[src/rtl/hdlc_rx_blockbuf.sv]
module hdlc_rx_blockbuf #(
  parameter int BLK   = 32,
  parameter int NBLK  = 2,
  parameter int MAXFR = 8,
  parameter int QD    = 16
) (
  input  logic       clk,
  input  logic       rst_n,
  input  logic       in_vld,
  input  logic [7:0] in_data,
  input  logic       in_end,
  input  logic [7:0] in_stat,
  input  logic       pop,
  output logic [7:0] rd_data,
  output logic [7:0] byte_cnt,
  input  logic       rel_blk,
  input  logic       rel_frm,
  input  logic [2:0] int_clr,
  input  logic [2:0] int_en,
  output logic [2:0] int_raw,
  output logic [2:0] irq
);
  localparam int CAP = BLK * NBLK;
  localparam int AW  = $clog2(CAP);
  localparam int CW  = $clog2(CAP + 1);
  localparam int LW  = $clog2(BLK + 2);
  localparam int QW  = $clog2(QD);
  localparam int FW  = $clog2(MAXFR + 1);

  logic [7:0]    mem [CAP];
  logic [AW-1:0] wr_ptr, rd_ptr;
  logic [CW-1:0] used;
  logic [LW-1:0] q_len [QD];
  logic          q_end [QD];
  logic [QW-1:0] q_wr, q_rd;
  logic [QW:0]   q_cnt;
  logic [FW-1:0] frames;
  logic [LW-1:0] hd_pop, cur_cnt;
  logic          ann, st_rpf, st_rme, st_ovf;
  logic          fr_open, fr_drop, fr_ovf;

  logic          hd_vld, hd_end, low, byte_ev, start, start_drop, start_ok;
  logic          acc, byte_drop, push_part, fin, push, rel, popg, wr_any, ann_ev;
  logic [LW-1:0] hd_len, hd_rem;
  logic [CW-1:0] free;
  logic [7:0]    wdat;

  assign hd_vld     = q_cnt != '0;
  assign hd_len     = q_len[q_rd];
  assign hd_end     = q_end[q_rd];
  assign hd_rem     = hd_len - hd_pop;
  assign free       = CW'(CAP) - used;
  assign low        = free < CW'(2);
  assign byte_ev    = in_vld & ~in_end;
  assign start      = byte_ev & ~fr_open & ~fr_drop;
  assign start_drop = start & ((frames == FW'(MAXFR)) | low);
  assign start_ok   = start & ~start_drop;
  assign acc        = start_ok | (byte_ev & fr_open & ~low);
  assign byte_drop  = byte_ev & fr_open & low;
  assign push_part  = acc & fr_open & (cur_cnt == LW'(BLK));
  assign fin        = in_end & fr_open;
  assign push       = push_part | fin;
  assign rel        = hd_vld & ((rel_blk & ~hd_end) | (rel_frm & hd_end));
  assign popg       = pop & hd_vld & (hd_rem != '0) & ~rel;
  assign wr_any     = acc | fin;
  assign ann_ev     = hd_vld & ~ann & ~rel;
  assign wdat       = fin ? (in_stat | {fr_ovf, 7'b0}) : in_data;

  assign rd_data  = (hd_vld && hd_rem != '0) ? mem[rd_ptr] : 8'h00;
  assign byte_cnt = !hd_vld ? 8'h00 : hd_end ? 8'(hd_len - LW'(1)) : 8'(hd_len);
  assign int_raw  = {st_ovf, st_rme, st_rpf};
  assign irq      = int_raw & int_en;

  always_ff @(posedge clk) begin
    if (wr_any) mem[wr_ptr] <= wdat;
    if (push) begin
      q_len[q_wr] <= fin ? cur_cnt + LW'(1) : LW'(BLK);
      q_end[q_wr] <= fin;
    end
  end

  always_ff @(posedge clk or negedge rst_n) begin
    if (!rst_n) begin
      wr_ptr  <= '0;
      rd_ptr  <= '0;
      used    <= '0;
      q_wr    <= '0;
      q_rd    <= '0;
      q_cnt   <= '0;
      frames  <= '0;
      hd_pop  <= '0;
      cur_cnt <= '0;
      ann     <= 1'b0;
      st_rpf  <= 1'b0;
      st_rme  <= 1'b0;
      st_ovf  <= 1'b0;
      fr_open <= 1'b0;
      fr_drop <= 1'b0;
      fr_ovf  <= 1'b0;
    end else begin
      if (wr_any) wr_ptr <= wr_ptr + AW'(1);
      rd_ptr <= rd_ptr + (rel ? AW'(hd_rem) : AW'(popg));
      used   <= used + CW'(wr_any) - (rel ? CW'(hd_rem) : CW'(popg));
      hd_pop <= rel ? '0 : hd_pop + LW'(popg);
      if (push) q_wr <= q_wr + QW'(1);
      if (rel)  q_rd <= q_rd + QW'(1);
      q_cnt  <= q_cnt + (QW+1)'(push) - (QW+1)'(rel);
      frames <= frames + FW'(fin) - FW'(rel & hd_end);
      ann    <= rel ? 1'b0 : (hd_vld | ann);
      st_rpf <= (st_rpf & ~int_clr[0]) | (ann_ev & ~hd_end);
      st_rme <= (st_rme & ~int_clr[1]) | (ann_ev & hd_end);
      st_ovf <= (st_ovf & ~int_clr[2]) | start_drop | byte_drop;
      if (start_ok) begin
        fr_open <= 1'b1;
        fr_ovf  <= 1'b0;
        cur_cnt <= LW'(1);
      end else if (acc) begin
        cur_cnt <= push_part ? LW'(1) : cur_cnt + LW'(1);
      end
      if (byte_drop) fr_ovf <= 1'b1;
      if (fin) begin
        fr_open <= 1'b0;
        fr_ovf  <= 1'b0;
        cur_cnt <= '0;
      end
      if (start_drop) fr_drop <= 1'b1;
      else if (in_end && fr_drop) fr_drop <= 1'b0;
    end
  end

  AST_USED_CAP:    assert property (@(posedge clk) disable iff (!rst_n) used <= CW'(CAP));
  AST_RPF_HOLD:    assert property (@(posedge clk) disable iff (!rst_n) st_rpf && !int_clr[0] |=> st_rpf);
  AST_RME_HOLD:    assert property (@(posedge clk) disable iff (!rst_n) st_rme && !int_clr[1] |=> st_rme);
  AST_DROP_FLAG:   assert property (@(posedge clk) disable iff (!rst_n) byte_drop |=> st_ovf);
  AST_FRAME_LIMIT: assert property (@(posedge clk) disable iff (!rst_n) frames <= FW'(MAXFR));
  AST_POP_BOUND:   assert property (@(posedge clk) disable iff (!rst_n) hd_vld |-> hd_pop <= hd_len);
  AST_QUEUE_BOUND: assert property (@(posedge clk) disable iff (!rst_n) q_cnt <= (QW+1)'(QD));
endmodule

[config.mk]
export PLATFORM = sky130hd
export DESIGN_NAME = hdlc_rx_blockbuf
export DESIGN_NICKNAME = d
export VERILOG_FILES = /design/src/rtl/hdlc_rx_blockbuf.sv
export SDC_FILE = /design/constraint.sdc
export NUM_CORES = 1
export LEC_CHECK = 0
export BUFFER_PORTS_ARGS = -buffer_cell sky130_fd_sc_hd__buf_2
export CAP_MARGIN = 0
export CORE_MARGIN = 2
export CORE_UTILIZATION = 56
export CTS_CLUSTER_DIAMETER = 120
export DETAILED_ROUTE_END_ITERATION = 6
export GPL_TIMING_DRIVEN = 0
export PLACE_DENSITY = 0.78
export SLEW_MARGIN = 30
export SYNTH_ARGS = -nofsm -noshare
export SYNTH_HDL_FRONTEND = slang
export SYNTH_SLANG_ARGS = --single-unit
[constraint.sdc]
create_clock -name clk -period 5 [get_ports clk]
set_input_delay 0.75 -clock clk [delete_from_list [all_inputs] [get_ports clk]]
set_output_delay 0.75 -clock clk [all_outputs]
set_load 0.02 [all_outputs]
==> metrics, run 1 <==
status=finished, final reports clean; slowest CP cell=mux4_2; # DRC=0; met3 WL post-DR=5800 microns; Initial Util=56.8%; area of the multi-input gates=7440 sq um; post-layout instance count excluding filler cells=2,276; worst endpoint required time=4250 ps; Fillers=3,131; vias in the first global route=14,600; core region area=49,000 sq um; WL met1=23,500 microns; Peak supply drop=825 uV; crit end category=primary output; Slew Viols, Final=0; Post-synth EDFFs=624; Pre-antenna DRT Iters=6; CTS buffer count=69; clk buf depth=3; Reg-to-Reg End=used[6]; data arrival time of the critical path=4120 ps; CP max FO=9; final hold viol count=0; top sig layer=met4; antenna cells=0; Syn Inst Count=1,420; Register Area=20,100 sq um; Total Die Area=51,400 sq um; Antenna Nets Post-Route=0; top cell type's share of synthesized area=67.4%; dpl cells=2,143; Synth async-reset ratio=8.10%; Crit path largest cell delay=510 ps; pwr dens=623 nW/um^2; Buffers on Ports=50; mapped cell area=27,800 sq um; reg2reg path depth=23; Worst Tran Pin Value=960 ps; post-route cell area=31,500 sq um; r2r setup slk=230 ps; top cells by count, synth=624 x edfxtp_1, 185 x mux4_2, 97 x nor2_1, 55 x dfrtp_1, 50 x inv_1; syn_area_per_cell=19.6 sq um; clk root buf=clkbuf_16; CP startpoint kind=register; Syn Nets=1,499; Max Fclk=0.205 GHz; Max Cap Viol=0; CP Depth=15; Vert. Die Dim=227 microns; layout cells sized above 1=27.6%; met2 wire len=30,800 microns; Seq/Total Area, Yosys=72.4%; Final period util=97.5%; TritonCTS clock tree=built; Routed WL per cell=27.4 microns; GR Overflow Total=0; Primary FF master, synth=edfxtp_1; largest net degree at the start of global routing=65; I/O pin count=51; Fin Hold WS=210 ps; Worst setup endpoint=rd_data[4]; initial antenna violation count=0; Synth Register Bits=679; clock-pin slew on the worst setup and hold paths=60 ps; synth top area cells=edfxtp_1 67%, mux4_2 15%, dfrtp_1 5.0%; Setup crit start=q_rd[0]; first-pass GRT wire length=92,700 microns; total design power=19.6 mW; Setup violations, final=0; worst path cell trace=buf_12 > buf_12 > mux4_2 > a22oi_2 > and2_4 > inv_2 > ha_1 > nor2b_2 > o21a_1 > o211ai_1 > o211ai_1 > o31ai_4 > buf_6 > a21oi_2 > buf_2; dpl cell area=29,000 sq um; Die Width=227 microns; DP Wirelength=38,100 microns; worst rel slew slack=36.0%; CP Buf/Inv Count=5; min Tclk post-route=4870 ps; RR Startpoint=q_rd[0]; vias=14,500; Setup CP Type=register to primary output; area delta synth->final=13.4%; P_leak=10.5 nW; H-tree levels=3; biggest area consumer among synthesized cells=edfxtp_1; GRT Total Usage=25.0%; worst skew pair latency=620 ps; First DRT Iteration DRCs=1,562; WL final=62,300 microns; fin nets=1,641; Placer Congestion=0.935; CP delay by family, top=compound AO/OA/AOI/OAI gates; Synth warnings=0; CTS Sinks=679; Unique masters post-synth=63; post-DR vias/cell=6.37; std cell rows=81; post-route clock skew=26.8 ps; HP Class=primary input to async pin; leading cell type by number of instances after synthesis=edfxtp_1; hold_buf cts=0
## timing repair
action / CTS / global route
gates resized for setup: 29 / 25
cloned: 0 / 1
setup buffers: 2 / 10
pin swaps: 3 / 15
endpoints found under the hold margin: 0 / 0
endpoints found under the setup margin: 21 / 11
## sequential cells by signal, summed over array words and instances, names as in the netlist, named ones only
register and cells:
rd_ptr 6, cur_cnt 6, st_rpf 1, q_len 96, fr_open 1, q_end 16
frames 4, st_rme 1, st_ovf 1, q_wr 4, fr_drop 1, wr_ptr 6
q_cnt 5, used 7, q_rd 4, hd_pop 6, fr_ovf 1, mem 512
## metal layers
metal | GRT usage [%] | vias up
met2 | 40.0 | 841
met3 | 5.55 | 140
met1 | 33.9 | 7512
li1 | - | 6004
met5 | 0 | -
met4 | 9.61 | 0
## power breakdown
part	total, mW	switching, mW	internal (mW)
Sequential	6.93	0.223	6.71
Combinational	7.73	4.36	3.37
Clock	4.98	2.13	2.85
Total	19.6	6.71	12.9
## cell type report
type,count,area share (%)
Timing Repair Buffer,72,1.39
Buffer,62,1.08
Multi-Input combinational cell,621,23.6
Sequential cell,679,63.8
Inverter,57,0.683
Clock inverter,44,1.23
Tap cell,664,2.64
Clock buffer,77,5.57
## worst register-to-register path: stages, from the launching register on
cell and delay (ps):
dfrtp_1 390, buf_12 140, buf_12 120, mux4_2 510
a22oi_2 200, and2_4 200, inv_2 70, ha_1 280
nor2b_2 160, o21a_1 160, o211ai_1 220, o211ai_1 180
o31ai_4 360, o22ai_4 160, ha_4 280, inv_1 40
ha_2 170, fa_2 360, a21oi_2 120, nor2_1 50
nor2_2 130, o21bai_1 80, a21oi_1 170, xnor2_1 130
## cells by family after synthesis
family | Yosys count | share of synthesized area [%]
AOI/OAI and AO/OA | 104 | 2.53
xor gates and xnor gates | 38 | 1.20
adders and majority gates | 50 | 2.39
buffers and inverters | 120 | 1.83
DFF | 679 | 72.4
muxes | 204 | 15.7
and+or+nand+nor | 225 | 3.99
## cell usage in the layout (no fill, tap or decap), types with 8 or more instances in the layout
cell and n:
a21oi_1 22, a21oi_2 9, a22oi_1 17, and2_1 13
and3_1 9, buf_1 13, buf_2 67, buf_4 18
clkbuf_1 31, clkbuf_16 70, clkinv_1 20, clkinv_2 10
dfrtp_1 55, edfxtp_1 624, ha_1 40, inv_1 50
mux2i_1 8, mux4_2 185, nand2_1 33, nand3_1 11
nor2_1 92, nor2b_1 11, nor4_2 8, o21ai_0 8
xnor2_1 34
## how the worst min path moves through the flow
stage,startpoint,to,slack [ps],depth (start not counted)
2_1_floorplan,rst_n,async pin,450,0
4_1_cts,rst_n,fr_open,250,1
6_report,rst_n,st_rpf,210,1
3_5_place_dp,wr_ptr[2],wr_ptr[2],490,1
5_1_grt,rst_n,st_rpf,260,1
3_3_place_gp,wr_ptr[2],wr_ptr[2],480,1
## per-stage QoR
step,setup TNS [ps],setup slack [ps],util [%]
CTS,-39.7,-39.7,63.9
finish,0,125,64.4
detailed placement,-9330,-1300,59.3
global placement,-7630,-1190,59.0
floorplan,0,48.6,-
global route,-113,-35.4,64.4
Note: power is estimated with default switching activity, not from simulation.
==> run 2, diff against run 1 <==
SETUP_SLACK_MARGIN = 0.4   (was not set)
==> run 2 against run 1 <==
Compared with the run above: global-route usage fell by 0.14 points; critical path depth rose by 4; combinational power rose by 7.9%; cell area rose by 1.4%; utilization rose by 0.93 points; final cell count rose by 0.70%; die area did not move; largest power group unchanged.
==> metrics, run 2 (synthesized netlist as in run 1, its figures left out) <==
status=finished, final reports clean; Initial Util=56.8% (unchanged); HP Class=primary input to async pin; CP max FO=8 (-1); dpl cells=2,142 (-0.047%); RR Startpoint=q_rd[0]; Top reg by flops=mem; Buffers on Ports=50 (unchanged); Setup crit start=q_rd[0]; initial antenna violation count=0 (unchanged); clock-pin slew on the worst setup and hold paths=60 ps (about the same); Setup CP Type=register to primary output; # DRC=0 (unchanged); most frequent cells in the layout=624 x edfxtp_1, 185 x mux4_2, 93 x nor2_1; worst rel slew slack=33.2% (-2.8 points); post-layout instance count excluding filler cells=2,292 (+0.70%); vias in the first global route=14,700 (+0.16%); P_leak=10.6 nW (+1.5%); commonest non-fill, non-tap cell in the layout=edfxtp_1; H-tree levels=3 (unchanged); Reg-to-Reg End=used[6]; Setup violations, final=0 (unchanged); DP Wirelength=38,400 microns (+0.77%); r2r setup slk=180 ps (-50 ps); first-pass GRT wire length=92,200 microns (-0.56%); GRT Total Usage=24.8% (-0.14 points); GR Overflow Total=0 (unchanged); reg2reg path depth=26 (+13%); Vert. Die Dim=227 microns (unchanged); min Tclk post-route=4940 ps (+66.7 ps); layout cells sized above 1=29.3% (+1.7 points); max reg flops=512 (unchanged); hold_buf cts=0 (unchanged); pwr dens=637 nW/um^2 (+2.2%); First DRT Iteration DRCs=1,856 (+19%); Routed WL per cell=27.1 microns (-0.98%); dpl cell area=29,100 sq um (+0.16%); Slew Viols, Final=0 (unchanged); clk buf depth=3 (unchanged); post-DR vias/cell=6.29 (-1.3%); WL final=62,100 microns (-0.28%); Crit path largest cell delay=400 ps (-110 ps); final hold viol count=0 (unchanged); I/O pin count=51 (unchanged); Max Fclk=0.202 GHz (-1.3%); Max Cap Viol=0 (unchanged); CP startpoint kind=register; Antenna Nets Post-Route=0 (unchanged); crit end category=primary output; RSZ-0062 raised after global routing=yes; Worst setup endpoint=rd_data[2]; fin nets=1,655 (+0.85%); core region area=49,000 sq um (unchanged); Total Die Area=51,400 sq um (unchanged); TritonCTS clock tree=built; worst path cell trace=buf_6 > buf_12 > buf_12 > mux2i_2 > a221oi_2 > buf_4 > a22oi_2 > and2_4 > buf_6 > fa_2 > nor2b_2 > o21ai_2 > and3_4 > o211ai_1 > o31ai_4 > buf_4 > buf_12 > a21oi_4 > buf_6; Final period util=98.8% (+1.3 points); Pre-antenna DRT Iters=7 (+1); Peak supply drop=686 uV (-17%); Die Width=227 microns (unchanged); vias=14,400 (-0.60%); clk root buf=clkbuf_16; std cell rows=81 (unchanged); CTS buffer count=69 (unchanged); Regs by FF count=mem x512, q_len x96, q_end x16; post-route cell area=32,000 sq um (+1.4%); post-route clock skew=17.3 ps (-9.49 ps); worst skew pair latency=610 ps (about the same); slowest CP cell=dfrtp_1; CTS Sinks=679 (unchanged); data arrival time of the critical path=4190 ps (+70 ps); area delta synth->final=15.0%; largest net degree at the start of global routing=65 (unchanged); Worst Tran Pin Value=999 ps (+38.2 ps); worst endpoint required time=4250 ps (about the same); Placer Congestion=0.884 (-5.4%); antenna cells=0 (unchanged)
## run 2: cell count changes in the layout (fill, tap and decap cells not counted), sizes merged
cell / previous run / this run
clkbuf: 105 / 118
buf: 106 / 116
clkinv: 31 / 22
clkdlybuf4s15: 0 / 5
inv: 62 / 60
clkinvlp: 2 / 1
## run 2: critical path: cells and delay by family, from the launching register on
family          cells  cell delay [ps]
simple gates        3              440
compound gates      6             1050
fa+ha+maj           1              370
flops               1              400
buf+inv             8             1160
mux                 1              150
## run 2: how the worst min path moves through the flow
stage | to | cells after the start | start | slack [ps]
6_report | st_rme | 1 | rst_n | 220
3_3_place_gp | wr_ptr[2] | 1 | wr_ptr[2] | 480
3_5_place_dp | wr_ptr[2] | 1 | wr_ptr[2] | 490
4_1_cts | q_rd[3] | 1 | rst_n | 220
5_1_grt | st_rme | 1 | rst_n | 280
2_1_floorplan | async pin | 0 | rst_n | 450
## run 2: cell type report
cell class	instances	area, sq um
inverter	57	215
clock inverter	32	329
timing repair buffer	85	626
sequential	679	20100
multi-input combinational	621	7600
tap	664	831
clock buffer	91	1880
buffer	63	382
fill	3086	17000
## run 2: metrics by stage
| stage | TNS, ps | power (mW) | util (%) | setup slack (ps) | hold WS (ps) |
|---|---|---|---|---|---|
| global placement | -1730 | 13.9 | 59.1 | -580 | 478 |
| CTS | 0 | 19.9 | 64.9 | 225 | 222 |
| finish | 0 | 20.4 | 65.3 | 58.6 | 222 |
| detailed placement | -1990 | 14.1 | 59.4 | -643 | 488 |
| global route | -42.3 | 21.2 | 65.3 | -13.9 | 282 |
| floorplan | 0 | 12.1 | - | 385 | 454 |
## run 2: what timing repair did
item | CTS | global route
pin swaps | 26 | 25
gates resized for setup | 66 | 26
endpoints found under the setup margin | 24 | 13
cloned | 1 | 1
setup buffers | 16 | 9
## run 2: metal layers
layer | wire, microns | vias up | global-route usage (%)
li1 | - | 6045 | -
met1 | 24000 | 7508 | 33.6
met2 | 31100 | 735 | 40.7
met3 | 4970 | 122 | 4.51
met4 | 1980 | 0 | 9.38
met5 | 0 | - | 0
## run 2: power breakdown
group	switching, mW	total, mW	internal, mW
combinational	4.50	8.34	3.83
clock	2.11	5.08	2.97
sequential	0.245	6.95	6.71
